$ cat src/rtl/lrck_mon_pkg.sv
package lrck_mon_pkg;
  localparam int unsigned NSTAT     = 5;
  localparam int unsigned IDX_OVFL  = 0;
  localparam int unsigned IDX_EARLY = 1;
  localparam int unsigned IDX_LATE  = 2;
  localparam int unsigned IDX_ERR   = 3;
  localparam int unsigned IDX_NOCLK = 4;
  typedef logic [NSTAT-1:0] stat_t;
endpackage

$ cat src/rtl/lrck_phase_counter.sv
module lrck_phase_counter #(
  parameter int unsigned CNT_W = 10,
  localparam int unsigned CW = CNT_W + 1
) (
  input  logic          clk_i,
  input  logic          rst_ni,
  input  logic          lrck_i,
  output logic          edge_o,
  output logic          lvl_o,
  output logic [CW-1:0] len_o,
  output logic [CW-1:0] cnt_o,
  output logic          synced_o
);
  logic          lvl_q, synced_q;
  logic [CW-1:0] cnt_q;

  assign edge_o   = lrck_i != lvl_q;
  assign lvl_o    = lvl_q;
  assign len_o    = cnt_q;
  assign cnt_o    = cnt_q;
  assign synced_o = synced_q;

  always_ff @(posedge clk_i or negedge rst_ni) begin
    if (!rst_ni) begin
      lvl_q    <= 1'b0;
      cnt_q    <= '0;
      synced_q <= 1'b0;
    end else if (edge_o) begin
      lvl_q    <= lrck_i;
      cnt_q    <= CW'(1);
      synced_q <= 1'b1;
    end else if (cnt_q != '1) begin
      cnt_q <= cnt_q + CW'(1);  // saturate on a dead clock
    end
  end

  p_len_nonzero_r4: assert property (@(posedge clk_i) disable iff (!rst_ni)
    (edge_o && synced_q) |-> (len_o != '0));
  p_restart_r7: assert property (@(posedge clk_i) disable iff (!rst_ni)
    edge_o |=> (cnt_q == CW'(1)));
endmodule

$ cat src/rtl/lrck_phase_judge.sv
module lrck_phase_judge #(
  parameter int unsigned CNT_W = 10,
  localparam int unsigned CW = CNT_W + 1
) (
  input  logic             clk_i,
  input  logic             rst_ni,
  input  logic             edge_i,
  input  logic             lvl_i,
  input  logic [CW-1:0]    len_i,
  input  logic [CW-1:0]    cnt_i,
  input  logic             synced_i,
  input  logic [CNT_W-1:0] period_i,
  input  logic [CNT_W-1:0] high_i,
  output logic             early_o,
  output logic             late_o,
  output logic             noclk_o
);
  logic          early_arm_q, noclk_arm_q, good_q;
  logic [CW-1:0] exp_len;
  logic          judge, match, early_raw, noclk_raw;

  always_comb begin
    exp_len   = lvl_i ? {1'b0, high_i} : {1'b0, period_i - high_i};
    judge     = edge_i && synced_i;
    match     = judge && (len_i == exp_len);
    early_raw = judge && (len_i < exp_len);
    noclk_raw = !edge_i && (cnt_i == {period_i, 1'b0});
  end

  assign early_o = early_raw && early_arm_q;
  assign late_o  = judge && (len_i > exp_len);
  assign noclk_o = noclk_raw && noclk_arm_q;

  always_ff @(posedge clk_i or negedge rst_ni) begin
    if (!rst_ni) begin
      early_arm_q <= 1'b1;
      noclk_arm_q <= 1'b1;
      good_q      <= 1'b0;
    end else begin
      if (early_o) early_arm_q <= 1'b0;
      if (noclk_o) noclk_arm_q <= 1'b0;
      if (noclk_raw) good_q <= 1'b0;
      else if (judge) good_q <= match;
      if (match && good_q) begin  // one full period on time
        early_arm_q <= 1'b1;
        noclk_arm_q <= 1'b1;
      end
    end
  end

  p_excl_r6: assert property (@(posedge clk_i) disable iff (!rst_ni)
    !(early_o && late_o));
  p_noclk_disarm_r8: assert property (@(posedge clk_i) disable iff (!rst_ni)
    noclk_o |=> !noclk_arm_q);
  p_rearm_on_edge_r8: assert property (@(posedge clk_i) disable iff (!rst_ni)
    $rose(early_arm_q) |-> $past(edge_i));
endmodule

$ cat src/rtl/lrck_status_regs.sv
module lrck_status_regs
  import lrck_mon_pkg::*;
(
  input  logic  clk_i,
  input  logic  rst_ni,
  input  stat_t set_i,
  input  logic  rd_i,
  input  stat_t mask_i,
  output stat_t status_o,
  output logic  irq_o
);
  stat_t status_q;

  for (genvar k = 0; k < NSTAT; k++) begin : g_bit
    always_ff @(posedge clk_i or negedge rst_ni) begin
      if (!rst_ni)        status_q[k] <= 1'b0;
      else if (set_i[k])  status_q[k] <= 1'b1;  // set beats read
      else if (rd_i)      status_q[k] <= 1'b0;
    end
  end

  assign status_o = status_q;
  assign irq_o    = |(status_q & ~mask_i);

  p_sticky_r2: assert property (@(posedge clk_i) disable iff (!rst_ni)
    !rd_i |=> ((status_q & $past(status_q)) == $past(status_q)));
  p_set_wins_r2: assert property (@(posedge clk_i) disable iff (!rst_ni)
    (set_i != '0) |=> ((status_q & $past(set_i)) == $past(set_i)));
endmodule

$ cat src/rtl/lrck_timing_monitor.sv
module lrck_timing_monitor
  import lrck_mon_pkg::*;
#(
  parameter int unsigned CNT_W = 10
) (
  input  logic             clk_i,
  input  logic             rst_ni,
  input  logic             lrck_i,
  input  logic [CNT_W-1:0] period_i,
  input  logic [CNT_W-1:0] high_i,
  input  logic             ovfl_req_i,
  input  logic             rd_i,
  input  logic [4:0]       mask_i,
  output logic [4:0]       status_o,
  output logic             irq_o
);
  localparam int unsigned CW = CNT_W + 1;

  logic          edge_w, lvl_w, synced_w;
  logic [CW-1:0] len_w, cnt_w;
  logic          early_w, late_w, noclk_w;
  stat_t         set_w;

  lrck_phase_counter #(.CNT_W(CNT_W)) u_cnt (
    .clk_i, .rst_ni, .lrck_i,
    .edge_o(edge_w), .lvl_o(lvl_w), .len_o(len_w), .cnt_o(cnt_w),
    .synced_o(synced_w)
  );

  lrck_phase_judge #(.CNT_W(CNT_W)) u_judge (
    .clk_i, .rst_ni,
    .edge_i(edge_w), .lvl_i(lvl_w), .len_i(len_w), .cnt_i(cnt_w),
    .synced_i(synced_w), .period_i, .high_i,
    .early_o(early_w), .late_o(late_w), .noclk_o(noclk_w)
  );

  always_comb begin
    set_w            = '0;
    set_w[IDX_OVFL]  = ovfl_req_i;
    set_w[IDX_EARLY] = early_w;
    set_w[IDX_LATE]  = late_w;
    set_w[IDX_ERR]   = early_w || late_w;
    set_w[IDX_NOCLK] = noclk_w;
  end

  lrck_status_regs u_stat (
    .clk_i, .rst_ni, .set_i(set_w), .rd_i, .mask_i,
    .status_o, .irq_o
  );

  p_irq_unmasked_r3: assert property (@(posedge clk_i) disable iff (!rst_ni)
    (status_o[IDX_EARLY] && !mask_i[IDX_EARLY]) |-> irq_o);
  p_err_follows_r6: assert property (@(posedge clk_i) disable iff (!rst_ni)
    (early_w || late_w) |=> status_o[IDX_ERR]);
endmodule

$ cat config.mk
export PLATFORM = sky130hd
export DESIGN_NAME = lrck_timing_monitor
export DESIGN_NICKNAME = d
export VERILOG_FILES = /design/src/rtl/lrck_mon_pkg.sv /design/src/rtl/lrck_phase_counter.sv /design/src/rtl/lrck_phase_judge.sv /design/src/rtl/lrck_status_regs.sv /design/src/rtl/lrck_timing_monitor.sv
export SDC_FILE = /design/constraint.sdc
export NUM_CORES = 1
export LEC_CHECK = 0
export ABC_AREA = 1
export CORE_AREA = 4 4 82 84
export CTS_CLUSTER_DIAMETER = 150
export DETAILED_ROUTE_END_ITERATION = 16
export DIE_AREA = 0 0 86 88
export PLACE_DENSITY = 0.67
export SYNTH_ARGS = -nofsm -noshare
export SYNTH_HDL_FRONTEND = slang
export SYNTH_SLANG_ARGS = --single-unit
$ cat constraint.sdc
create_clock -name clk_i -period 3.15 [get_ports clk_i]
set_input_delay 0.63 -clock clk_i [delete_from_list [all_inputs] [get_ports clk_i]]
set_output_delay 0.63 -clock clk_i [all_outputs]
set_load 0.02 [all_outputs]
* After elaboration in Yosys (flattened, before gate mapping)
Cells that the tools add are included.
** Storage, ports and cells
- Flip-flop bits (word level) :: 21
- Input port bits :: 30
- Output and inout bits :: 6
- Word-level logic and storage cells :: 56
** Cells by class
- Add/subtract/negate cells :: 2
- Magnitude comparators :: 2
- Eq/ne operators :: 4
- Muxes and demuxes :: 15
- Bitwise operators :: 2
- Reduce and logical (&&, ||, !) cells :: 20
** Operators by type and width (number)
- == test 11 bit :: 2
- two-way mux 11 bit :: 2
- nonzero test 2 bit :: 9
- two-way mux 1 bit :: 12
- adder 11 x 1 -> 11 bit, second input constant :: 1
- greater-than comparator 11 bit :: 1
- < comparator 11 bit :: 1
- inequality test 11 bit, second input constant :: 1
- two-way mux 10 bit :: 1
- subtractor 10 bit :: 1
- logical AND 1 bit :: 8
- AND 5 bit :: 1
- NOT 5 bit :: 1
- OR reduction 5 bit :: 1
- zero test 1 bit :: 1
- logical OR 1 bit :: 1
- inequality test 1 bit :: 1

* Depth between registers and ports, before layout
- Word-level depth :: 7
- Depth in mapped cells :: 20
- Depth with buffers taken out :: 20

* By module
Synthesis repeated with hierarchy kept, for this count alone.
** Unflattened totals
- Cells, all modules :: 333
- Area total of the unflattened synthesis :: 2217.1 um^2
** By module, submodules not included
- lrck_phase_judge :: times used 1, cells an instance 201, area an instance 1177.4 um^2, sequential area each 77.6 um^2
- lrck_phase_counter :: times used 1, cells an instance 102, area an instance 797.0 um^2, sequential area each 325.3 um^2
- lrck_status_regs :: times used 1, cells an instance 27, area an instance 231.5 um^2, sequential area each 125.1 um^2
- lrck_timing_monitor :: times used 1, cells an instance 3, area an instance 11.3 um^2, sequential area each 0.0 um^2

* Worst setup path after synthesis
Ideal clock, no wire load.
- Path kind :: input to register
- From :: in period_i[0]
- To :: reg u_stat.status_q[3], in the netlist u_stat.status_o[3]
- Setup time :: 0.121 ns
- Data arrival time :: 2.516 ns
- Data required time :: 3.029 ns
- Setup slack :: 0.513 ns
- Stages on the path :: 17
- Buffers on the path :: 0
- Cells stage by stage :: inv_1 -> ha_1 -> inv_1 -> fa_1 -> nand3_1 -> nand2_1 -> nand2_1 -> nand3_1 -> nand3_1 -> nand2_1 -> ha_1 -> a21oi_1 -> nor2_1 -> nor2_1 -> nand3_1 -> a21oi_1 -> nand2_1
** On the way
- Word-level cells in the longest chain between the ends :: 7
- Elaborated cells on any way between the ends :: 10
- Classes of those cells :: add/sub (1); order compare (2); mux (2); reduce/logical (5)
** RTL lines
- start: declaration :: line lrck_timing_monitor.sv:9 : input logic [CNT_W-1:0] period_i,
- subtractor 10 bit (*) :: line lrck_phase_judge.sv:23 : exp_len = lvl_i ? {1'b0, high_i} : {1'b0, period_i - high_i};
- two-way mux 10 bit (*) :: line lrck_phase_judge.sv:23
- < comparator 11 bit :: line lrck_phase_judge.sv:26 : early_raw = judge && (len_i < exp_len);
- logical AND 1 bit :: line lrck_phase_judge.sv:26
- logical AND 1 bit :: line lrck_phase_judge.sv:30 : assign early_o = early_raw && early_arm_q;
- logical OR 1 bit (*) :: line lrck_timing_monitor.sv:42 : set_w[IDX_ERR] = early_w || late_w;
- two-way mux 1 bit / nonzero test 2 bit (equally long branches)
- end signal: indexed assignment :: line lrck_status_regs.sv:16 : if (!rst_ni) status_q[k] <= 1'b0;
- end signal: indexed assignment :: line lrck_status_regs.sv:17 : else if (set_i[k]) status_q[k] <= 1'b1;
- end signal: indexed assignment :: line lrck_status_regs.sv:18 : else if (rd_i) status_q[k] <= 1'b0;
- end: declaration :: line lrck_status_regs.sv:12 : stat_t status_q;
Mark *: on every way between the ends. The rest lies on a longest branch, timed or not.
A chain may end at the register's enable or synchronous reset.

* Final worst setup path
- From :: in high_i[0]
- To :: reg u_stat.status_q[3], in the netlist u_stat.status_o[3]
** On the way
- Word-level cells in the longest chain between the ends :: 7
- Elaborated cells on any way between the ends :: 10
- Classes of those cells :: add/sub (1); order compare (2); mux (2); reduce/logical (5)
** RTL lines
- start: declaration :: line lrck_timing_monitor.sv:10 : input logic [CNT_W-1:0] high_i,
- subtractor 10 bit :: line lrck_phase_judge.sv:23
- two-way mux 10 bit (*) :: line lrck_phase_judge.sv:23
- < comparator 11 bit :: line lrck_phase_judge.sv:26
- logical AND 1 bit :: line lrck_phase_judge.sv:26
- logical AND 1 bit :: line lrck_phase_judge.sv:30
- logical OR 1 bit (*) :: line lrck_timing_monitor.sv:42
- two-way mux 1 bit / nonzero test 2 bit (equally long branches)
Marks and branches as above.

==> results.toml <==
[cells_and_area]
final_core_util_pct = 46.7
areaGrowthSynthToFinish_pct = 36.0
final_cell_area_um2 = 2760
diodes = 0
drive_gt1_share_pct = 17.0
nNetsFinal = 416
n_fill_cell = 615

[global_route]
grt_usage_pct = 13.8
grt_pass1_vias = 1994
grt-ovfl-total = 0
grt_max_degree = 22
antenna_found_initial = 0
grt_pass1_wl_mm = 8.65

[detailed_routing]
post-route-drc-count = 0
ant_nets = 0
wl_per_cell_um = 11.7
dr.first_iter.drc_count = 94
vias = 2070
first_pass_iters = 4
wirelength_mm = 5.12
vias_per_cell = 4.72

[yosys]
synth_top_family_by_area = "simple AND/OR/NAND/NOR gates"
synth-xor-area-share_pct = 4.68
synthAdderAreaFrac_pct = 13.3
syn_area_um2 = 2030
synth_seq_cells = 21
synth_warnings = 0
ys_seq_area_share_pct = 26.0
synth_fp_nets = 357
synth_cells = 306
synth.distinct_cells = 35
syn_area_per_cell_um2 = 6.64
synthMuxAreaShare_pct = 0
synth_compound_area_share_pct = 10.8
synth_simple_gate_area_share_pct = 33.7

[timing]
slew_viol_final = 0
skew_ns = 0.00538
max_freq_mhz = 337
slew_headroom_pct = 35.4
fin_hold_ws_ns = 0.462
finalSetupViolCount = 0
fin_crit_sh_pct = 94.1
fin_crit_ns = 2.96
hold_violations = 0
worstMarginPinSlew_ns = 0.967
setup_tns_ns = 0

[power_and_ir_drop]
p_int_uw = 519
pwr-share-seq_pct = 38.3
power.clock.fraction_pct = 22.2
power_frac_comb_pct = 39.5
ir_drop_uv = 153
p_per_area_nw_per_um2 = 283
p_switching_uw = 263
finalPower_uw = 782
power_leakage_nw = 1.41
sw_frac_of_total_pct = 33.6

[worst_hold_path]
hold_path_class = "reg2reg"
hold_path_end = "u_cnt.synced_o"
holdPathStages = 2
worstHoldStart = "u_cnt.synced_o"

[clock_network]
cts_buffer_depth = 2
path_clk_slew_ns = 0.07
htreeDepth = 1
cts_tree = "done"
cts_made_buffers = 3
clockRootBuffer = "clkbuf_8"
clk_latency_ns = 0.26
cts_sinks = 21

[worst_setup_path]
r2r_setup_slack_ns = 1.00
worstSetupStartpointType = "input pin"
reg2regPathDepth = 11
crit_start = "high_i[0]"
cp_cell_sequence = "clkdlybuf4s50_1 > ha_2 > inv_2 > fa_2 > buf_4 > xor2_1 > o21ai_1 > ha_1 > nand2_1 > o21ai_0 > nand2_1 > nand3_2 > nor2_1 > nand2_1 > nand2_1"
cp_common_cell = "nand2_1"
required_ns = 3.30
critical_path_class = "in2reg"
worst-path-max-fanout = 4
slowest_stage = "clkdlybuf4s50_1"
critPathMaxStageDelay_ns = 0.48
end_kind = "flip-flop"
critical_path.top_delay_family = "adder cells"
rr_startpoint = "u_cnt.lvl_o"
worstPathArrival_ns = 3.11
reg2reg_to = "u_stat.status_o[3]"
critPathBufInv = 3

[floorplan]
pin_count = 36
std_cell_rows = 28
core-area_um2 = 5920
initial_core_util_pct = 34.3
die_y_um = 88
die_w_um = 86
die_area_um2 = 7570

[place]
dpl-instance-area_um2 = 2620
gp_congestion = 0.908
io_buffers = 35
place_hpwl_mm = 4.31

[outcome]
status = "finished, final reports clean"

[job]
max_cap_violations = 0
## layout make-up
class	count	area [um2]	area share [%]
clock buffers	4	45.0	1.63
flip-flops and latches	21	528	19.1
repair buffers	59	536	19.4
inverters	54	203	7.33
multi-input cells	226	1360	49.2
well taps	75	93.8	3.40
## synth_stat cells (all sizes together)
library cell	number	area share, %
dfstp	2	2.6
nand3b	1	0.37
a21oi	11	2.7
dfrtp	19	23
nand2	87	16
or2	3	0.92
nor2	24	5.2
buf	3	1.2
nand3	28	7.4
o21a	1	0.37
inv	53	9.8
fa	1	0.99
o21ai	21	5.5
a31oi	1	0.31
o22ai	1	0.31
xnor2	7	3.4
nand4	8	2.5
o31ai	2	0.74
clkinv	1	0.18
o221ai	1	0.43
nor3	5	1.2
xor2	3	1.3
o21bai	1	0.37
clkbuf	2	0.37
ha	20	12
## per-stage QoR
step | setup WS [ns] | std cells
after global placement | -0.0642 | 434
after global routing | -0.000125 | 439
after detailed placement | -0.158 | 434
final | 0.185 | 439
after CTS | 0.109 | 438
after floorplan | 0.513 | 306
## layout by cell type, fill, tap and decap left out, types with 2 or more instances in the layout
| master | n |
|---|---|
| nand2_1 | 84 |
| inv_1 | 44 |
| clkdlybuf4s50_1 | 33 |
| nand3_1 | 24 |
| buf_4 | 24 |
| nor2_1 | 22 |
| dfrtp_1 | 19 |
| ha_1 | 15 |
| o21ai_1 | 14 |
| inv_2 | 9 |
| a21oi_1 | 8 |
| nand4_1 | 8 |
| nor3_1 | 5 |
| o21ai_0 | 5 |
| xnor2_1 | 5 |
| nand3_2 | 4 |
| ha_4 | 4 |
| a21oi_2 | 3 |
| xor2_1 | 3 |
| nand2_2 | 3 |
| clkbuf_8 | 3 |
| or2_2 | 2 |
| xnor2_2 | 2 |
| nor2_4 | 2 |
| o21ai_2 | 2 |
| o31ai_1 | 2 |
| dlymetal6s2s_1 | 2 |
| dfstp_2 | 2 |
## routing by layer
layer / share of wire [%] / vias to the layer above / routed length (um) / track usage, %
li1: - / 1104 / - / -
met1: 48 / 931 / 2440 / 18.9
met2: 47 / 29 / 2430 / 24.0
met3: 3.0 / 6 / 152 / 0.282
met4: 2.1 / 0 / 108 / 3.88
met5: 0 / - / 0 / 0
## registers in the layout (all words and copies together) (netlist names)
name / cells
u_cnt.cnt_o: 11
u_cnt.lvl_o: 1
u_cnt.synced_o: 1
u_judge.early_arm_q: 1
u_judge.good_q: 1
u_judge.noclk_arm_q: 1
u_stat.status_o: 5
## logic make-up (layout without fill, tap and decap cells)
logic type / after synthesis / after routing
buf+inv: 59 / 117
xor+xnor: 10 / 10
fa+ha+maj: 21 / 21
simple gates: 156 / 156
compound gates: 39 / 39
flops: 21 / 21
## power by group through the flow
stage / clock [mW] / sequential (mW) / combinational (mW)
2_1_floorplan: 0 / 0.299 / 0.175
3_3_place_gp: 0 / 0.304 / 0.286
3_5_place_dp: 0 / 0.305 / 0.294
4_1_cts: 0.180 / 0.300 / 0.295
5_1_grt: 0.195 / 0.303 / 0.351
6_report: 0.173 / 0.299 / 0.309
## timing repair
| item | 4_1_cts | 5_1_grt |
|---|---|---|
| hold buffers | 0 | 0 |
| resized for setup | 0 | 18 |
| setup buffers | 0 | 1 |
| endpoints found under the setup margin | 0 | 4 |
## worst max path at each step
stage / endpoint / slack (ns) / cells after the start
floorplan: u_stat.status_o[3] / 0.51 / 17
global placement: u_stat.status_o[3] / -0.06 / 18
detailed placement: u_stat.status_o[3] / -0.16 / 19
CTS: u_stat.status_o[3] / 0.11 / 19
global route: u_stat.status_o[3] / -0.0001 / 19
finish: u_stat.status_o[3] / 0.19 / 15
## tightest hold or removal path, cell delays in order, from the launching register on
cell	delay, ns
dfrtp_1	0.32
inv_1	0.05
nand2_1	0.06
No activity file was read; power rests on OpenSTA's default activity.
